`src/rtl/rxp_pkg.sv`:
```
package rxp_pkg;

    typedef enum logic [1:0] {
        RTS_OPEN    = 2'd0,
        RTS_HALTED  = 2'd1,
        RTS_MANUAL  = 2'd2
    } rts_state_e;

endpackage

```
`src/rtl/rxp_store.sv`:
```
module rxp_store #(
    parameter int DEPTH = 64,
    parameter int DW    = 8,
    parameter int LW    = $clog2(DEPTH + 1)
) (
    input  logic          clk,
    input  logic          rst_n,
    input  logic          wr_valid,
    input  logic [DW-1:0] wr_data,
    input  logic          rd_pop,
    output logic [DW-1:0] rd_data,
    output logic [LW-1:0] level,
    output logic [LW-1:0] level_nxt,
    output logic          empty,
    output logic          wr_drop
);

    localparam int AW = (DEPTH > 1) ? $clog2(DEPTH) : 1;
    localparam logic [LW-1:0] FULL_LVL = LW'(DEPTH);
    localparam logic [AW-1:0] LAST_IDX = AW'(DEPTH - 1);

    logic [DW-1:0] mem [DEPTH];
    logic [AW-1:0] wr_ptr;
    logic [AW-1:0] rd_ptr;
    logic          push_ok;
    logic          pop_ok;

    function automatic logic [AW-1:0] ptr_inc(input logic [AW-1:0] p);
        return (p == LAST_IDX) ? '0 : p + AW'(1);
    endfunction

    assign push_ok = wr_valid && (level != FULL_LVL);
    assign pop_ok  = rd_pop && (level != '0);
    assign wr_drop = wr_valid && (level == FULL_LVL);
    assign rd_data = mem[rd_ptr];

    always_comb begin
        unique case ({push_ok, pop_ok})
            2'b10:   level_nxt = level + LW'(1);
            2'b01:   level_nxt = level - LW'(1);
            default: level_nxt = level;
        endcase
    end

    always_ff @(posedge clk) begin
        if (push_ok) begin
            mem[wr_ptr] <= wr_data;
        end
    end

    always_ff @(posedge clk or negedge rst_n) begin
        if (!rst_n) begin
            wr_ptr <= '0;
            rd_ptr <= '0;
            level  <= '0;
            empty  <= 1'b1;
        end else begin
            if (push_ok) begin
                wr_ptr <= ptr_inc(wr_ptr);
            end
            if (pop_ok) begin
                rd_ptr <= ptr_inc(rd_ptr);
            end
            level <= level_nxt;
            empty <= (level_nxt == '0);
        end
    end

endmodule

```
`src/rtl/rxp_ovr_flag.sv`:
```
module rxp_ovr_flag (
    input  logic clk,
    input  logic rst_n,
    input  logic set_i,
    input  logic clr_i,
    output logic flag_o
);

    always_ff @(posedge clk or negedge rst_n) begin
        if (!rst_n) begin
            flag_o <= 1'b0;
        end else if (set_i) begin
            flag_o <= 1'b1;
        end else if (clr_i) begin
            flag_o <= 1'b0;
        end
    end

endmodule

```
`src/rtl/rxp_rts_ctl.sv`:
```
module rxp_rts_ctl
    import rxp_pkg::*;
#(
    parameter int LW       = 7,
    parameter int FIELD_W  = 4,
    parameter int TH_SHIFT = 2
) (
    input  logic                 clk,
    input  logic                 rst_n,
    input  logic                 auto_en,
    input  logic                 sw_rts,
    input  logic [2*FIELD_W-1:0] thresh_ctl,
    input  logic [LW-1:0]        level_nxt,
    output logic                 rts_n
);

    logic [LW-1:0] halt_lvl;
    logic [LW-1:0] resume_lvl;
    logic          at_halt;
    logic          may_resume;
    rts_state_e    state_q;
    rts_state_e    state_d;

    assign halt_lvl   = LW'(thresh_ctl[FIELD_W-1:0]) << TH_SHIFT;
    assign resume_lvl = LW'(thresh_ctl[2*FIELD_W-1:FIELD_W]) << TH_SHIFT;
    assign at_halt    = (level_nxt >= halt_lvl);
    assign may_resume = (resume_lvl >= halt_lvl) ? !at_halt
                                                 : (level_nxt <= resume_lvl);

    always_comb begin
        state_d = state_q;
        if (!auto_en) begin
            state_d = RTS_MANUAL;
        end else begin
            unique case (state_q)
                RTS_OPEN:   state_d = at_halt ? RTS_HALTED : RTS_OPEN;
                RTS_HALTED: state_d = may_resume ? RTS_OPEN : RTS_HALTED;
                RTS_MANUAL: state_d = at_halt ? RTS_HALTED : RTS_OPEN;
                default:    state_d = RTS_OPEN;
            endcase
        end
    end

    always_ff @(posedge clk or negedge rst_n) begin
        if (!rst_n) begin
            state_q <= RTS_OPEN;
        end else begin
            state_q <= state_d;
        end
    end

    always_ff @(posedge clk or negedge rst_n) begin
        if (!rst_n) begin
            rts_n <= 1'b0;
        end else begin
            unique case (state_d)
                RTS_OPEN:   rts_n <= 1'b0;
                RTS_HALTED: rts_n <= 1'b1;
                RTS_MANUAL: rts_n <= !sw_rts;
                default:    rts_n <= 1'b0;
            endcase
        end
    end

endmodule

```
`src/rtl/rx_pacing_fifo.sv`:
```
module rx_pacing_fifo #(
    parameter int DEPTH    = 64,
    parameter int DW       = 8,
    parameter int FIELD_W  = 4,
    parameter int TH_SHIFT = 2,
    localparam int LW      = $clog2(DEPTH + 1)
) (
    input  logic                 clk,
    input  logic                 rst_n,
    input  logic                 wr_valid,
    input  logic [DW-1:0]        wr_data,
    input  logic                 rd_pop,
    output logic [DW-1:0]        rd_data,
    input  logic [2*FIELD_W-1:0] thresh_ctl,
    input  logic                 auto_en,
    input  logic                 sw_rts,
    input  logic                 stat_rd,
    output logic [LW-1:0]        level,
    output logic                 empty,
    output logic                 overrun,
    output logic                 rts_n
);

    logic [LW-1:0] level_nxt;
    logic          wr_drop;

    rxp_store #(
        .DEPTH (DEPTH),
        .DW    (DW),
        .LW    (LW)
    ) u_store (
        .clk       (clk),
        .rst_n     (rst_n),
        .wr_valid  (wr_valid),
        .wr_data   (wr_data),
        .rd_pop    (rd_pop),
        .rd_data   (rd_data),
        .level     (level),
        .level_nxt (level_nxt),
        .empty     (empty),
        .wr_drop   (wr_drop)
    );

    rxp_ovr_flag u_ovr (
        .clk    (clk),
        .rst_n  (rst_n),
        .set_i  (wr_drop),
        .clr_i  (stat_rd),
        .flag_o (overrun)
    );

    rxp_rts_ctl #(
        .LW       (LW),
        .FIELD_W  (FIELD_W),
        .TH_SHIFT (TH_SHIFT)
    ) u_rts (
        .clk        (clk),
        .rst_n      (rst_n),
        .auto_en    (auto_en),
        .sw_rts     (sw_rts),
        .thresh_ctl (thresh_ctl),
        .level_nxt  (level_nxt),
        .rts_n      (rts_n)
    );

endmodule

```
`config.mk`:
```
export PLATFORM = sky130hd
export DESIGN_NAME = rx_pacing_fifo
export DESIGN_NICKNAME = d
export VERILOG_FILES = /design/src/rtl/rxp_pkg.sv /design/src/rtl/rxp_store.sv /design/src/rtl/rxp_ovr_flag.sv /design/src/rtl/rxp_rts_ctl.sv /design/src/rtl/rx_pacing_fifo.sv
export SDC_FILE = /design/constraint.sdc
export NUM_CORES = 1
export LEC_CHECK = 0
export BUFFER_PORTS_ARGS = -buffer_cell sky130_fd_sc_hd__clkbuf_2
export CAP_MARGIN = 15
export CORE_UTILIZATION = 30
export DETAILED_ROUTE_END_ITERATION = 6
export GPL_TIMING_DRIVEN = 0
export PLACE_DENSITY = 0.54
export SYNTH_ARGS = -nofsm -noshare
export SYNTH_HDL_FRONTEND = slang
export SYNTH_HIERARCHICAL = 1
export SYNTH_SLANG_ARGS = --single-unit
```
`constraint.sdc`:
```
create_clock -name clk -period 4.2 [get_ports clk]
set_clock_uncertainty 0.15 [all_clocks]
set_input_delay 0 -clock clk [delete_from_list [all_inputs] [get_ports clk]]
set_output_delay 0 -clock clk [all_outputs]
set_load 0.01 [all_outputs]
```
==> flow_metrics.env, run 1 <==
export IMPL_p_int_mw=10.7
export IMPL_r2r_end="u_rts/rts_n$_DFF_PN0_"
export IMPL_coreArea_um2=70300
export IMPL_grt_first_pass_wirelength_mm=75.8
export IMPL_hold_ws_ns=0.00397
export IMPL_grt_antenna_before_repair=0
export IMPL_synth_distinct_cells=62
export IMPL_r2r_slack_ns=0.17
export IMPL_ys_flop_type="edfxtp_1"
export IMPL_ir_drop_v=0.000360
export IMPL_hold_viol=0
export IMPL_regArea_um2=16000
export IMPL_synth_area_um2=21400
export IMPL_critPathMaxStageDelay_ns=0.43
export IMPL_start_kind="register"
export IMPL_root_buffer="clkbuf_16"
export IMPL_syn_area_per_cell_um2=19.8
export IMPL_ff2ff_path_depth=18
export IMPL_p_leak_nw=8.02
export IMPL_mappedNetlistNets=1126
export IMPL_num_io_pins=41
export IMPL_pwr_density_cell_nw_per_um2=623
export IMPL_seq_area_frac_synth_pct=74.6
export IMPL_crit_chain="nor4_2 -> nand3_2 -> o21a_4 -> inv_4 -> ha_4 -> inv_4 -> fa_2 -> nor2b_4 -> o31a_1 -> a211oi_1 -> a21o_1 -> buf_4 -> ha_1 -> nand3_1 -> nor2_1 -> o22ai_1 -> o32a_1 -> mux2i_1"
export IMPL_fp_dieW_um=269
export IMPL_max_cap_violations=0
export IMPL_holdPathEnd="u_store/mem[22][3]$_DFFE_PP_"
export IMPL_p_sw_share_pct=31.4
export IMPL_setup_tns_final_ns=0
export IMPL_path_class="register to register"
export IMPL_drtPass1Iterations=4
export IMPL_die_h_um=269
export IMPL_grt_max_degree=65
export IMPL_clock_sinks=536
export IMPL_viasPerCell=4.99
export IMPL_cts_buffers=54
export IMPL_async_reset_ff_share_pct=4.48
export IMPL_layout_commonest_cell="edfxtp_1"
export IMPL_drive_gt1_share_pct=24.9
export IMPL_cp_common_cell="inv_4"
export IMPL_outcome="complete, no violations"
export IMPL_hp_start="wr_data[3]"
export IMPL_grt_pass1_vias=11200
export IMPL_cp_max_fo=6
export IMPL_dieArea_um2=72400
export IMPL_clk_pin_slew_ns=0.06
export IMPL_gp_congestion=0.834
export IMPL_final_cell_mix="edfxtp_1, mux4_2, nor2_1, clkbuf_16, clkbuf_2"
export IMPL_hold_depth=1
export IMPL_p_seq_share_pct=39.9
export IMPL_arrival_ns=4.40
export IMPL_nNetsFinal=1257
export IMPL_slowest_stage="fa_2"
export IMPL_start_util_pct=30.5
export IMPL_hold_path_class="input pin to register"
export IMPL_area_growth_syn_to_layout_pct=17.1
export IMPL_fillers=6522
export IMPL_relSlewSlack_pct=22.1
export IMPL_end_kind="register"
export IMPL_period_share_pct=95.9
export IMPL_required_ns=4.57
export IMPL_portBuffers=40
export IMPL_synth_seq_cells=536
export IMPL_grt_overflow=0
export IMPL_wl_per_cell_um=23.5
export IMPL_tritoncts="done"
export IMPL_vias=11000
export IMPL_multi_input_area_um2=5150
export IMPL_r2r_start="u_store/level[5]$_DFF_PN0_"
export IMPL_grt_use_total_pct=14.2
export IMPL_max_freq_ghz=0.248
export IMPL_postRouteAntennaNets=0
export IMPL_rows=97
export IMPL_final_setup_viol_count=0
export IMPL_drc_errors=0
export IMPL_pwr_share_comb_pct=30.1
export IMPL_p_sw_mw=4.91
export IMPL_clock_latency_ns=0.60
export IMPL_pwr_share_clk_pct=30.0
export IMPL_wirelength_mm=51.7
export IMPL_place_hpwl_mm=33.5
export IMPL_tightestPinTransition_ns=1.16
export IMPL_htree_levels=2
export IMPL_clock_path_buffers=3
export IMPL_synth_edf_count=512
export IMPL_drt_initial_drc_count=923
export IMPL_synth_cells=1082
export IMPL_fin_crit_ns=4.03
export IMPL_drv_slew=0
export IMPL_synth_warnings=6
## cells in the mapped netlist (2+ instances only)
library cell,number,area [um2]
a211o_1,8,70.1
a211oi_1,18,135
a21o_1,3,22.5
a21oi_1,5,25.0
a221oi_1,16,140
a22o_1,24,210
a22oi_1,8,60.1
and2_1,3,18.8
buf_1,9,33.8
buf_2,18,90.1
buf_4,5,37.5
buf_6,7,78.8
clkbuf_1,19,71.3
clkbuf_2,2,10.0
dfrtp_1,23,576
edfxtp_1,512,15400
ha_1,20,250
inv_1,19,71.3
mux2_2,4,45.0
mux2i_1,30,300
mux4_2,112,2520
nand2_1,27,101
nand2b_1,6,37.5
nand3_1,15,75.1
nand3b_1,2,15.0
nand4_1,3,18.8
nor2_1,76,285
nor2b_1,8,50.1
nor4_1,3,18.8
o21a_1,3,22.5
o21ai_0,10,50.1
o21bai_1,2,15.0
o221ai_1,12,105
o22ai_1,9,56.3
o311ai_0,4,35.0
o31a_1,2,17.5
o31ai_1,2,15.0
or3b_2,2,17.5
xnor2_1,6,52.6
xor2_1,3,26.3
## final cells by class
class                      count  area share, %
timing repair buffer          76           2.51
antenna                        1        0.00998
buffer                        59           1.26
sequential                   536           63.7
multi-input combinational    467           20.6
clock inverter                29           1.02
inverter                      19          0.314
clock buffer                  70           5.91
tap                          940           4.69
## how the worst max path moves through the flow
| stage | startpoint | endpoint |
|---|---|---|
| finish | u_store/level[5]$_DFF_PN0_ | u_rts/rts_n$_DFF_PN0_ |
| CTS | u_store/level[4]$_DFF_PN0_ | u_rts/rts_n$_DFF_PN0_ |
| detailed placement | u_store/level[3]$_DFF_PN0_ | u_rts/rts_n$_DFF_PN0_ |
| floorplan | u_store/level[3]$_DFF_PN0_ | u_rts/rts_n$_DFF_PN0_ |
| global route | u_store/level[5]$_DFF_PN0_ | u_rts/rts_n$_DFF_PN0_ |
| global placement | u_store/level[3]$_DFF_PN0_ | u_rts/rts_n$_DFF_PN0_ |
## cell families (layout without fill, tap and decap cells)
| kind of cell | Yosys count | count (layout) | synth area share [%] |
|---|---|---|---|
| adder cells (fa/ha/maj) | 21 | 21 | 1.26 |
| other | 0 | 1 | 0 |
| AO/OA/AOI/OAI | 132 | 132 | 4.91 |
| flip-flops | 536 | 536 | 74.6 |
| buffers and inverters | 79 | 253 | 1.84 |
| multiplexers | 146 | 146 | 13.4 |
| AND/OR/NAND/NOR | 158 | 158 | 3.53 |
| XOR/XNOR | 10 | 10 | 0.444 |
## what timing repair did
item / CTS / global route
hold buffers: 16 / 0
cloned: 0 / 0
endpoints found under the hold margin: 127 / 0
setup buffers: 7 / 6
resized for setup: 18 / 11
setup endpoints to repair: 4 / 2
pin swaps: 5 / 10
## worst max-delay path, delay by kind of cell (launching register included)
| kind | cells | cell delay [ns] |
|---|---|---|
| buffers and inverters | 3 | 0.30 |
| AO/OA/AOI/OAI | 6 | 1.20 |
| multiplexers | 1 | 0.13 |
| adder cells (fa/ha/maj) | 3 | 0.94 |
| AND/OR/NAND/NOR | 5 | 0.85 |
| flip-flops | 1 | 0.39 |
## routing by layer
metal | GRT usage [%] | part of all wire (%)
met2 | 23.5 | 49
met5 | 0 | 0
met3 | 2.10 | 4.6
met1 | 18.9 | 43
met4 | 5.16 | 3.0
## metrics by stage
step / instances / setup WS (ns) / power [mW] / util, % / instance area, um2
finish: 2197 / 0.173 / 15.6 / 35.7 / 25100
global route: 2196 / -0.00353 / 16.2 / 35.7 / 25100
CTS: 2190 / 0.0278 / 15.7 / 35.5 / 25000
detailed placement: 2069 / -1.41 / 10.8 / 32.7 / 22900
global placement: 2062 / -1.30 / 10.8 / 32.4 / 22800
floorplan: 1082 / 0.0796 / 9.12 / - / 21400
## state kept, by name, indices dropped and copies added (netlist names)
| signal | count |
|---|---|
| u_store/level | 7 |
| u_rts/state_q | 2 |
| u_ovr/flag_o | 1 |
| u_store/empty | 1 |
| u_store/rd_ptr | 6 |
| u_store/wr_ptr | 6 |
| u_rts/rts_n | 1 |
| u_store/mem | 512 |
## power groups by stage
stage,combinational [mW],sequential (mW),clock (mW)
floorplan,2.79,6.33,0
global placement,4.43,6.34,0
detailed placement,4.49,6.35,0
CTS,4.64,6.23,4.82
global route,4.94,6.26,5.00
finish,4.70,6.24,4.68
(Power assumes the default switching activity.)
==> run 2, diff against run 1 <==
- CORE_MARGIN: unset -> 4
- CTS_BUF_LIST: unset -> sky130_fd_sc_hd__clkbuf_2 sky130_fd_sc_hd__clkbuf_4 sky130_fd_sc_hd__clkbuf_8
==> run 2 against run 1 <==
  * Worst hold slack improved by 0.017 ns
  * Total power fell by 2.3%
  * Maximum frequency fell by 1.1%
  * Utilization rose by 0.13 points
  * Register-to-register slack improved by 0.07 ns
  * Largest power group unchanged
  * Cell count rose by 3.4%
==> flow_metrics.env, run 2 (synthesized netlist as in run 1, its figures left out) <==
export IMPL_outcome="complete, no violations"
export IMPL_pwr_density_cell_nw_per_um2=606
export IMPL_tightestPinTransition_ns=0.951
export IMPL_start_kind="register"
export IMPL_end_kind="output port"
export IMPL_ir_drop_v=0.000391
export IMPL_wl_per_cell_um=23.3
export IMPL_portBuffers=40
export IMPL_drv_slew=0
export IMPL_required_ns=4.05
export IMPL_area_growth_syn_to_layout_pct=17.7
export IMPL_cp_max_fo=10
export IMPL_rows=97
export IMPL_clock_path_buffers=3
export IMPL_root_buffer="clkbuf_8"
export IMPL_tritoncts="done"
export IMPL_regArea_um2=16000
export IMPL_setup_tns_final_ns=0
export IMPL_hold_viol=0
export IMPL_layout_commonest_cell="edfxtp_1"
export IMPL_clock_sinks=536
export IMPL_die_h_um=275
export IMPL_multi_input_area_um2=5240
export IMPL_coreArea_um2=70400
export IMPL_slowest_stage="clkbuf_1"
export IMPL_start_util_pct=30.4
export IMPL_hold_path_class="input pin to register"
export IMPL_place_hpwl_mm=34.2
export IMPL_grt_use_total_pct=14.0
export IMPL_crit_chain="buf_2 -> clkbuf_1 -> mux4_2 -> a221oi_1 -> o221ai_1 -> clkbuf_2"
export IMPL_critPathMaxStageDelay_ns=0.65
export IMPL_wirelength_mm=52.8
export IMPL_clk_pin_slew_ns=0.06
export IMPL_drtPass1Iterations=5
export IMPL_max_cap_violations=0
export IMPL_dp_cells=2069
export IMPL_final_setup_viol_count=0
export IMPL_vias=11300
export IMPL_grt_pass1_vias=11400
export IMPL_num_io_pins=41
export IMPL_clock_latency_ns=0.66
export IMPL_period_share_pct=97.0
export IMPL_final_cells=2271
export IMPL_drc_errors=0
export IMPL_gp_congestion=0.800
export IMPL_max_freq_ghz=0.246
export IMPL_dieArea_um2=75700
export IMPL_largest_reg_flops=512
export IMPL_arrival_ns=3.92
export IMPL_fp_dieW_um=275
export IMPL_fillers=6591
export IMPL_postRouteAntennaNets=0
export IMPL_drt_initial_drc_count=956
export IMPL_nNetsFinal=1308
export IMPL_htree_levels=3
export IMPL_path_class="register to output port"
export IMPL_relSlewSlack_pct=36.4
export IMPL_drive_gt1_share_pct=28.4
export IMPL_top_regs="u_store/mem x512, u_store/level x7"
export IMPL_viasPerCell=4.96
export IMPL_grt_antenna_before_repair=3
export IMPL_top_register="u_store/mem"
export IMPL_grt_first_pass_wirelength_mm=76.8
export IMPL_fin_crit_ns=4.07
export IMPL_p_leak_nw=8.08
export IMPL_grt_max_degree=65
export IMPL_cts_buffers=85
export IMPL_grt_overflow=0
export IMPL_final_cell_mix="edfxtp_1, mux4_2, clkbuf_8, nor2_1, clkbuf_2"
[run 2: final cells by class]
| type | count | share of cell area, % |
|---|---|---|
| flip-flops and latches | 536 | 63.4 |
| diodes | 4 | 0.0397 |
| repair buffers | 96 | 3.30 |
| inverters | 19 | 0.308 |
| clock buffers | 110 | 5.39 |
| multi-input cells | 467 | 20.8 |
| clock inverters | 40 | 0.884 |
| well taps | 940 | 4.67 |
| plain buffers | 59 | 1.26 |
[run 2: report_power, final]
group,total [mW],switching [mW],internal (mW)
logic,4.85,2.89,1.96
registers,6.25,0.135,6.11
clock network,4.16,1.98,2.18
[run 2: path summary, 6_finish.rpt]
check	startpoint	end	slack, ns	cells past startpoint
max in group asynchronous	rst_n	u_store/wr_ptr[2]$_DFFE_PN0P_	3.40	4
worst max register to register	u_store/level[4]$_DFF_PN0_	u_rts/rts_n$_DFF_PN0_	0.24	16
worst min-delay path	thresh_ctl[0]	u_rts/state_q[0]$_DFF_PN0_	0.02	6
worst min register to register	u_store/wr_ptr[1]$_DFFE_PN0P_	u_store/wr_ptr[1]$_DFFE_PN0P_	0.44	2
worst max-delay path	u_store/rd_ptr[2]$_DFFE_PN0P_	rd_data[0]	0.13	6
min in group asynchronous	rst_n	u_store/empty$_DFF_PN1_	0.32	3
[run 2: per-stage QoR]
step	utilization (%)	instance area (um2)	total power [mW]	setup WS (ns)	hold WS (ns)
after floorplan	-	21400	9.12	0.0796	-0.446
after global placement	32.4	22800	10.8	-1.43	-0.0799
after detailed placement	32.6	22900	10.8	-1.35	-0.0688
after CTS	35.6	25100	15.3	0.0168	0.000677
after global routing	35.8	25200	16.0	-0.00385	0.0173
final	35.8	25200	15.3	0.127	0.0205
[run 2: per-layer routing]
layer | wire length [um] | share of wire [%] | global-route usage [%]
met1 | 23900 | 45 | 19.8
met2 | 24800 | 47 | 21.8
met3 | 2890 | 5.5 | 2.70
met4 | 1190 | 2.2 | 4.58
met5 | 0 | 0 | 0
[run 2: timing repair]
item / in CTS / in global routing
pin swaps: 14 / 17
gates cloned: 0 / 0
hold buffers: 28 / 1
hold endpoints to repair: 241 / 26
setup endpoints to repair: 5 / 2
buffers inserted: 15 / 4
resized for setup: 27 / 15
[run 2: critical path: cells and delay by family, from the launching register on]
kind,cells,cell delay (ns)
mux,1,0.44
buf+inv,3,1.25
flops,1,0.55
compound gates,2,1.00
